--- src/rtl/iobr_pkg.sv ---
package iobr_pkg;

   // control state of the single outstanding access
   typedef enum logic [1:0] {
      BR_IDLE = 2'd0,   // free to accept a master request
      BR_WAIT = 2'd1,   // strobe out, waiting for the slave
      BR_DONE = 2'd2    // master acknowledge cycle, refuse new work
   } br_state_e;

   // number of lanes a wide word splits into
   function automatic int unsigned lane_count(input int unsigned wide_w, input int unsigned narrow_w);
      return wide_w / narrow_w;
   endfunction

endpackage

--- src/rtl/iobr_lane_pick.sv ---
module iobr_lane_pick #(
   parameter int unsigned MASTER_W = 128,
   parameter int unsigned SLAVE_W  = 32,
   parameter int unsigned ADDR_W   = 32
) (
   input  logic                    we,
   input  logic [ADDR_W-1:0]       adr,
   input  logic [MASTER_W/8-1:0]   sel,
   input  logic [MASTER_W-1:0]     dat,
   output logic [ADDR_W-1:0]       n_adr,
   output logic [SLAVE_W/8-1:0]    n_sel,
   output logic [SLAVE_W-1:0]      n_dat
);
   localparam int unsigned SB     = SLAVE_W / 8;
   localparam int unsigned LANES  = iobr_pkg::lane_count(MASTER_W, SLAVE_W);
   localparam int unsigned LSEL_W = $clog2(LANES);
   localparam int unsigned BOFF   = $clog2(SB);
   localparam int unsigned HI_W   = ADDR_W - BOFF - LSEL_W;

   logic [SLAVE_W-1:0] lane_dat [LANES];
   logic [SB-1:0]      lane_sel [LANES];
   logic [LANES-1:0]   lane_act;
   logic [LSEL_W-1:0]  low_lane;
   logic [LSEL_W-1:0]  adr_lane;
   logic [LSEL_W-1:0]  lane;
   logic               multi;

   // split the wide bus into slave-sized lanes
   for (genvar g = 0; g < LANES; g++) begin : g_lane
      assign lane_dat[g] = dat[g*SLAVE_W +: SLAVE_W];
      assign lane_sel[g] = sel[g*SB +: SB];
      assign lane_act[g] = |sel[g*SB +: SB];
   end

   // lowest lane carrying any enable
   if (LANES == 2) begin : g_low2
      assign low_lane = lane_act[0] ? 1'b0 : 1'b1;
   end else begin : g_lown
      always_comb begin
         low_lane = '0;
         for (int i = LANES - 1; i >= 0; i--) begin
            if (lane_act[i]) low_lane = LSEL_W'(i);
         end
      end
   end

   assign adr_lane = adr[BOFF +: LSEL_W];
   assign multi    = $countones(lane_act) > 1;
   assign lane     = (we && multi) ? low_lane : adr_lane;

   assign n_dat = lane_dat[lane];
   assign n_sel = lane_sel[lane];
   assign n_adr = {adr[ADDR_W-1 -: HI_W], lane, adr[BOFF-1:0]};

endmodule

--- src/rtl/iobr_req_stage.sv ---
module iobr_req_stage #(
   parameter int unsigned SLAVE_W = 32,
   parameter int unsigned ADDR_W  = 32
) (
   input  logic                  clk,
   input  logic                  rst_n,
   input  logic                  m_req,
   input  logic                  m_we,
   input  logic [ADDR_W-1:0]     n_adr,
   input  logic [SLAVE_W/8-1:0]  n_sel,
   input  logic [SLAVE_W-1:0]    n_dat,
   input  logic                  s_ack,
   output logic                  s_stb,
   output logic                  s_we,
   output logic [ADDR_W-1:0]     s_adr,
   output logic [SLAVE_W/8-1:0]  s_sel,
   output logic [SLAVE_W-1:0]    s_dat_w
);
   import iobr_pkg::*;

   br_state_e state_q, state_d;
   logic      take;

   assign take = (state_q == BR_IDLE) && m_req;

   always_comb begin
      state_d = state_q;
      unique case (state_q)
         BR_IDLE: if (m_req) state_d = BR_WAIT;
         BR_WAIT: if (s_ack) state_d = BR_DONE;
         BR_DONE: state_d = BR_IDLE;
         default: state_d = BR_IDLE;
      endcase
   end

   always_ff @(posedge clk or negedge rst_n) begin
      if (!rst_n) begin
         state_q <= BR_IDLE;
         s_we    <= 1'b0;
         s_adr   <= '0;
         s_sel   <= '0;
         s_dat_w <= '0;
      end else begin
         state_q <= state_d;
         if (take) begin
            s_we    <= m_we;
            s_adr   <= n_adr;
            s_sel   <= n_sel;
            s_dat_w <= n_dat;
         end
      end
   end

   assign s_stb = (state_q == BR_WAIT);

   assert_stb_hold_R3 : assert property (@(posedge clk) disable iff (!rst_n)
      (s_stb && !s_ack) |=> (s_stb && $stable(s_adr) && $stable(s_sel)
                             && $stable(s_dat_w) && $stable(s_we)));

   assert_stb_start_R2 : assert property (@(posedge clk) disable iff (!rst_n)
      $rose(s_stb) |-> $past(m_req));

endmodule

--- src/rtl/iobr_rsp_stage.sv ---
module iobr_rsp_stage #(
   parameter int unsigned MASTER_W = 128,
   parameter int unsigned SLAVE_W  = 32
) (
   input  logic                  clk,
   input  logic                  rst_n,
   input  logic                  s_stb,
   input  logic                  s_ack,
   input  logic                  s_err,
   input  logic [SLAVE_W-1:0]    s_dat_r,
   output logic                  m_ack,
   output logic                  m_err,
   output logic [MASTER_W-1:0]   m_dat_r
);
   localparam int unsigned LANES = iobr_pkg::lane_count(MASTER_W, SLAVE_W);

   logic               hit;
   logic [SLAVE_W-1:0] rdat_q;

   assign hit = s_stb && s_ack;

   always_ff @(posedge clk or negedge rst_n) begin
      if (!rst_n) begin
         m_ack  <= 1'b0;
         m_err  <= 1'b0;
         rdat_q <= '0;
      end else begin
         m_ack <= hit;
         m_err <= hit && s_err;
         if (hit) rdat_q <= s_dat_r;
      end
   end

   // copy the narrow word onto every wide lane
   for (genvar g = 0; g < LANES; g++) begin : g_rep
      assign m_dat_r[g*SLAVE_W +: SLAVE_W] = rdat_q;
   end

   assert_ack_follows_R4 : assert property (@(posedge clk) disable iff (!rst_n)
      (s_stb && s_ack) |=> m_ack);

   assert_ack_pulse_R4 : assert property (@(posedge clk) disable iff (!rst_n)
      m_ack |=> !m_ack);

   assert_err_with_ack_R7 : assert property (@(posedge clk) disable iff (!rst_n)
      m_err |-> m_ack);

endmodule

--- src/rtl/iobr_bridge.sv ---
module iobr_bridge #(
   parameter int unsigned MASTER_W = 128,
   parameter int unsigned SLAVE_W  = 32,
   parameter int unsigned ADDR_W   = 32
) (
   input  logic                  clk,
   input  logic                  rst_n,
   input  logic                  m_req,
   input  logic                  m_we,
   input  logic [ADDR_W-1:0]     m_adr,
   input  logic [MASTER_W/8-1:0] m_sel,
   input  logic [MASTER_W-1:0]   m_dat_w,
   output logic                  m_ack,
   output logic                  m_err,
   output logic [MASTER_W-1:0]   m_dat_r,
   output logic                  s_stb,
   output logic                  s_we,
   output logic [ADDR_W-1:0]     s_adr,
   output logic [SLAVE_W/8-1:0]  s_sel,
   output logic [SLAVE_W-1:0]    s_dat_w,
   input  logic                  s_ack,
   input  logic                  s_err,
   input  logic [SLAVE_W-1:0]    s_dat_r
);
   localparam int unsigned SB     = SLAVE_W / 8;
   localparam int unsigned LANES  = iobr_pkg::lane_count(MASTER_W, SLAVE_W);
   localparam int unsigned LSEL_W = $clog2(LANES);
   localparam int unsigned BOFF   = $clog2(SB);

   // elaboration-time parameter checks
   if (SLAVE_W != 32 && SLAVE_W != 64) begin : g_bad_slave
      $error("iobr_bridge: SLAVE_W must be 32 or 64");
   end
   if (MASTER_W != 128) begin : g_bad_master
      $error("iobr_bridge: MASTER_W must be 128");
   end
   if (ADDR_W <= BOFF + LSEL_W) begin : g_bad_addr
      $error("iobr_bridge: ADDR_W too narrow for lane decode");
   end

   logic [ADDR_W-1:0]  n_adr;
   logic [SB-1:0]      n_sel;
   logic [SLAVE_W-1:0] n_dat;

   iobr_lane_pick #(
      .MASTER_W (MASTER_W),
      .SLAVE_W  (SLAVE_W),
      .ADDR_W   (ADDR_W)
   ) u_pick (
      .we    (m_we),
      .adr   (m_adr),
      .sel   (m_sel),
      .dat   (m_dat_w),
      .n_adr (n_adr),
      .n_sel (n_sel),
      .n_dat (n_dat)
   );

   iobr_req_stage #(
      .SLAVE_W (SLAVE_W),
      .ADDR_W  (ADDR_W)
   ) u_req (
      .clk     (clk),
      .rst_n   (rst_n),
      .m_req   (m_req),
      .m_we    (m_we),
      .n_adr   (n_adr),
      .n_sel   (n_sel),
      .n_dat   (n_dat),
      .s_ack   (s_ack),
      .s_stb   (s_stb),
      .s_we    (s_we),
      .s_adr   (s_adr),
      .s_sel   (s_sel),
      .s_dat_w (s_dat_w)
   );

   iobr_rsp_stage #(
      .MASTER_W (MASTER_W),
      .SLAVE_W  (SLAVE_W)
   ) u_rsp (
      .clk     (clk),
      .rst_n   (rst_n),
      .s_stb   (s_stb),
      .s_ack   (s_ack),
      .s_err   (s_err),
      .s_dat_r (s_dat_r),
      .m_ack   (m_ack),
      .m_err   (m_err),
      .m_dat_r (m_dat_r)
   );

   assert_busy_no_ack_R9 : assert property (@(posedge clk) disable iff (!rst_n)
      m_ack |-> !s_stb);

   assert_pick_active_R8 : assert property (@(posedge clk) disable iff (!rst_n)
      (m_req && m_we && (|m_sel)) |-> (|n_sel));

endmodule

--- config.mk ---
export PLATFORM = sky130hd
export DESIGN_NAME = iobr_bridge
export DESIGN_NICKNAME = d
export VERILOG_FILES = /design/src/rtl/iobr_pkg.sv /design/src/rtl/iobr_lane_pick.sv /design/src/rtl/iobr_req_stage.sv /design/src/rtl/iobr_rsp_stage.sv /design/src/rtl/iobr_bridge.sv
export SDC_FILE = /design/constraint.sdc
export NUM_CORES = 1
export LEC_CHECK = 0
export BUFFER_PORTS_ARGS = -buffer_cell sky130_fd_sc_hd__buf_4
export CAP_MARGIN = 20
export CORE_AREA = 2 2 159 161
export DETAILED_ROUTE_END_ITERATION = 7
export DIE_AREA = 0 0 161 163
export GPL_ROUTABILITY_DRIVEN = 0
export PLACE_DENSITY_LB_ADDON = 0.25
export SYNTH_ARGS = -nofsm -noshare
export SYNTH_HDL_FRONTEND = slang
export SYNTH_SLANG_ARGS = --single-unit
--- constraint.sdc ---
create_clock -name clk -period 5.1 [get_ports clk]
set_clock_uncertainty 0.15 [all_clocks]
set_input_delay 0.255 -clock clk [delete_from_list [all_inputs] [get_ports clk]]
set_output_delay 0.255 -clock clk [all_outputs]
set_load 0.005 [all_outputs]
Word level (Yosys, flattened, before mapping):

Index checks and enable logic that the tools add are counted.

* bits in registers: 105
* bits of input ports: 214

* add/sub/neg operators: 3
* magnitude comparators: 2
* equal/unequal tests: 3
* multiplexer cells: 14
* bitwise gates (word level): 1
* reductions and logical operators: 10

Operators by type and width (number)
* $bmux 32 s2: 1
* $mux 32: 2
* $add 32x32->32: 1
* $gt 32x2->1 const B: 1
* $reduce_or 4->1: 4
* $mux 2: 7
* $bmux 4 s2: 1
* $mux 4: 2
* $add 1x1->2: 2
* $logic_and 1x1->1: 4
* $ne 2x2->1 const B: 2
* $pmux 2 s2: 1
* $ge 3x3->1 const B: 1
* $not 2->3: 1
* $eq 2x1->1 const B: 1
* $logic_not 2->1: 1
* $reduce_and 2->1: 1

Depth between registers and ports, before layout:

* word-level depth: 10
* gate-level depth with buffers: 12
* gate-level depth less buffers: 10

Hierarchy:

From an unflattened synthesis, not the netlist that was laid out.

* cells, all modules: 509
* area total of the unflattened synthesis: 6379.9 µm²

By module, submodules not included
* iobr_req_stage: times used 1, cells an instance 153, area an instance 2640.0 µm², sequential area each 1776.7 µm²
* iobr_rsp_stage: times used 1, cells an instance 168, area an instance 2092.0 µm², sequential area each 850.8 µm²
* iobr_lane_pick: times used 1, cells an instance 188, area an instance 1647.8 µm², sequential area each 0.0 µm²

Worst setup path after synthesis:

No wires, ideal clock.

* path kind: input -> register
* start: in m_sel[0]
* end: reg u_req.s_dat_w[13]
* library setup time: 129 ps
* data arrival time: 2982 ps
* required time: 4821 ps
* setup slack: 1839 ps
* stages on the path: 12
* buffers on the path: 3
* cell sequence: or4_1 > buf_2 > ha_1 > nand2_1 > fa_1 > a21bo_2 > a211o_4 > nand2_2 > buf_6 > buf_4 > mux2i_1 > o211ai_2

* longest elaborated chain between the ends: 10
* elaborated cells between the ends (all ways): 11
* classes of those cells: 2 x add/sub; 1 x order compare; 5 x mux; 1 x bitwise; 2 x reduce/logical

RTL lines
* start: declaration: RTL line iobr_bridge.sv:11 `input logic [MASTER_W/8-1:0] m_sel,`
* $reduce_or 4->1 (*): RTL line iobr_lane_pick.sv:32 `assign lane_act[g] = |sel[g*SB +: SB];`
* $add 1x1->2 (implied by the code): RTL line iobr_lane_pick.sv:48 `assign multi = $countones(lane_act) > 1;`
* $add 32x32->32 (implied by the code): RTL line iobr_lane_pick.sv:48
* $gt 32x2->1: RTL line iobr_lane_pick.sv:48
* $logic_and 1x1->1: RTL line iobr_lane_pick.sv:49 `assign lane = (we && multi) ? low_lane : adr_lane;`
* $mux 2 (*): RTL line iobr_lane_pick.sv:49
* $not 2->3 (implied by the code) (*): RTL line iobr_lane_pick.sv:51 `assign n_dat = lane_dat[lane];`
* $bmux 32 s2 (*): RTL line iobr_lane_pick.sv:51
* $mux 32 (implied by the code) (*) (2 in series): RTL line iobr_lane_pick.sv:51
* end signal: assignment: RTL line iobr_req_stage.sv:49 `s_dat_w <= n_dat;`
* end: declaration: RTL line iobr_req_stage.sv:17 `output logic [SLAVE_W-1:0] s_dat_w`

Mark *: on every way between the ends. The rest lies on a longest branch, timed or not. The select of a mux whose other input is x is not followed.
A chain may end at the register's enable or synchronous reset.

Worst setup path after layout:

* start: in m_sel[0]
* end: reg u_req.s_dat_w[27]

Same word-level chain as after synthesis.

==> impl_metrics.toml <==
[outcome]
status = "finished clean"

[layout]
fin_util_pct = 39.5
most-common-layout-cells = "buf_4 (419), nand2_1 (120), dfrtp_1 (105)"
nets = 1195
final_common_cell = "buf_4"
drive_gt1_share_pct = 53.1
synthToLayoutAreaGrowth_pct = 60.3
n_antenna_cell = 0

[hold_path]
hold_start = "m_dat_w[34]"
hp-class = "in -> reg"
worstHoldPathCells = 3
worstHoldEndpoint = "u_req.s_dat_w[2]"

[die]
die-area_mm2 = 0.0262
start_util_pct = 24.6
rows = 58
die_y_um = 163
die_w_um = 161
ios = 414
core_mm2 = 0.0247

[synth]
syn-instance-count = 607
ys.flop_type = "dfrtp_1"
syn_nets = 826
synth_mux_area_share_pct = 9.92
avgSynthCellArea_um2 = 10.0
synthXorXnorAreaFrac_pct = 0
ys_ff_latch = 105
synth-simple-area-share_pct = 15.6
synth_compound_gate_area_share_pct = 14.3
synth_edf_count = 0
async_flop_share_pct = 100
seq_area_frac_synth_pct = 43.2
ys_warn_count = 0
synth_adder_area_share_pct = 1.15
syn_area_mm2 = 0.00608
synth_cell_types = 42
synth_top_family_by_area = "buffers and inverters"

[worst_setup_path]
reg2reg_depth = 6
r2r_end = "u_req.s_dat_w[19]"
crit_arrival_ps = 3610
regToRegSetupSlack_ps = 2400
cp.required_ps = 5160
worstSetupStartpointType = "input port"
setup.worst_path.end_class = "flip-flop"
worstPathMaxFanout = 55
timing.rr.start = "u_req.state_q[1]"
crit_start = "m_sel[0]"
path_class = "in -> reg"

[sta]
slew_headroom_pct = 33.0
max_freq_ghz = 0.282
tns_ps = 0
finalSetupViolations = 0
period_share_pct = 69.5
hold_viol_final = 0
rsz0062_at_grt = "no"
drv_slew = 0
worstMarginPinSlew_ps = 998
min_period_ps = 3550

[drt]
drc_errors = 0
viasPerCell = 4.36
num_vias = 5721
antenna_left = 0
wl_per_cell_um = 17.4
drt_iter0_drc = 185
firstDrtPassIters = 4
drt-total-wl_mm = 22.8

[global_routing]
grt_pass1_vias = 5812
gr-total-overflow = 0
antenna_found_initial = 1
grt_pass1_wl_mm = 33.7
grt_max_degree = 66
grt.total_usage_pct = 16.8

[placement]
io_buffers = 413
dpl.hpwl_mm = 17.1

[cts]
root_buffer = "clkbuf_16"
cts_tree = "built"
cts_resized = 0
cts-htree-levels = 3
cts_hold_buf = 75
clock_latency_ps = 350
numCtsBuffers = 9
postCtsSetupBuffers = 0
cts_max_path_buffers = 2
cts.sinks = 105
path_clk_slew_ps = 80

[pwr]
peakVddDrop_uv = 207
power.leakage_nw = 4.84
power_density_mw_per_mm2 = 454

[flow_run]
max_cap_violations = 0
## final cells by class
cell class,instances,area (µm²)
Multi-Input combinational cell,359,2500
Sequential cell,105,2630
Tap cell,330,413
Fill cell,2528,14900
Clock buffer,10,229
Timing Repair Buffer,494,3900
Clock inverter,6,57.6
Inverter,7,26.3
## power breakdown
part           total (mW)  switching (mW)  leakage (nW)  internal, mW
sequential           1.58           0.379          1.26          1.20
clock               0.708           0.363         0.141         0.345
combinational        2.13           0.806          3.44          1.33
## cells in the mapped netlist, drive strengths merged (2+ instances only)
master	number	area, µm²
clkbuf	23	86.3
nor3	12	100
mux2i	22	220
and2	5	31.3
dfrtp	105	2630
o21ai	24	150
ha	4	50.1
nor2	17	83.8
or4	3	26.3
and3	33	206
mux2	34	383
a211oi	14	115
a21oi	3	26.3
nor4	3	18.8
o32ai	12	105
nand2	122	460
a21boi	20	150
inv	7	26.3
o211ai	20	240
a221oi	2	17.5
buf	113	846
a221o	2	20.0
## routing by layer
metal / share of wire, % / up-vias / track usage (%) / wire [µm]
li1: - / 2728 / - / -
met1: 39 / 2683 / 19.6 / 8800
met2: 52 / 286 / 30.5 / 11900
met3: 8.0 / 22 / 4.41 / 1840
met4: 1.4 / 2 / 4.34 / 311
met5: 0.057 / - / 0 / 13
## kinds of logic (layout without fill, tap and decap cells)
group	count (synthesis)	after routing
mux	56	56
fa+ha+maj	5	5
compound gates	101	101
flops	105	105
simple gates	197	197
buf+inv	143	517
## flip-flops by register name, indices dropped and copies added, names as in the netlist
signal and cells:
u_req.s_adr 32, u_req.s_dat_w 32, u_rsp.rdat_q 32, u_req.s_sel 4, u_req.state_q 2, u_req.s_we 1
u_rsp.m_ack 1, u_rsp.m_err 1
## stage by stage
step | std cells | worst slack [ps] | cell area [µm²] | total power, mW | hold slack [ps]
after global placement | 1220 | 1240 | 8710 | 3.71 | 292
after detailed placement | 1220 | 1180 | 8710 | 3.73 | 300
final | 1311 | 1550 | 9750 | 4.43 | 22.0
after CTS | 1311 | 1570 | 9750 | 4.52 | 5.71
after floorplan | 607 | 1840 | 6080 | 2.68 | -191
after global routing | 1311 | 1360 | 9750 | 4.73 | 16.5
## critical path, cell delays in order
cell and delay [ps]:
buf_4 110, or4_1 630, ha_1 320, nand2_1 60, fa_1 430, a21bo_2 260, a211o_4 520, nand2_2 210
buf_4 400, mux2i_1 270, o211ai_2 80
## worst max path at each step
stage	to
after floorplan	u_req.s_dat_w[13]
after global placement	u_req.s_dat_w[6]
after detailed placement	u_req.s_dat_w[10]
after CTS	u_req.s_dat_w[4]
after global routing	u_req.s_dat_w[10]
final	u_req.s_dat_w[27]
Note: power is estimated with default switching activity, not from simulation.
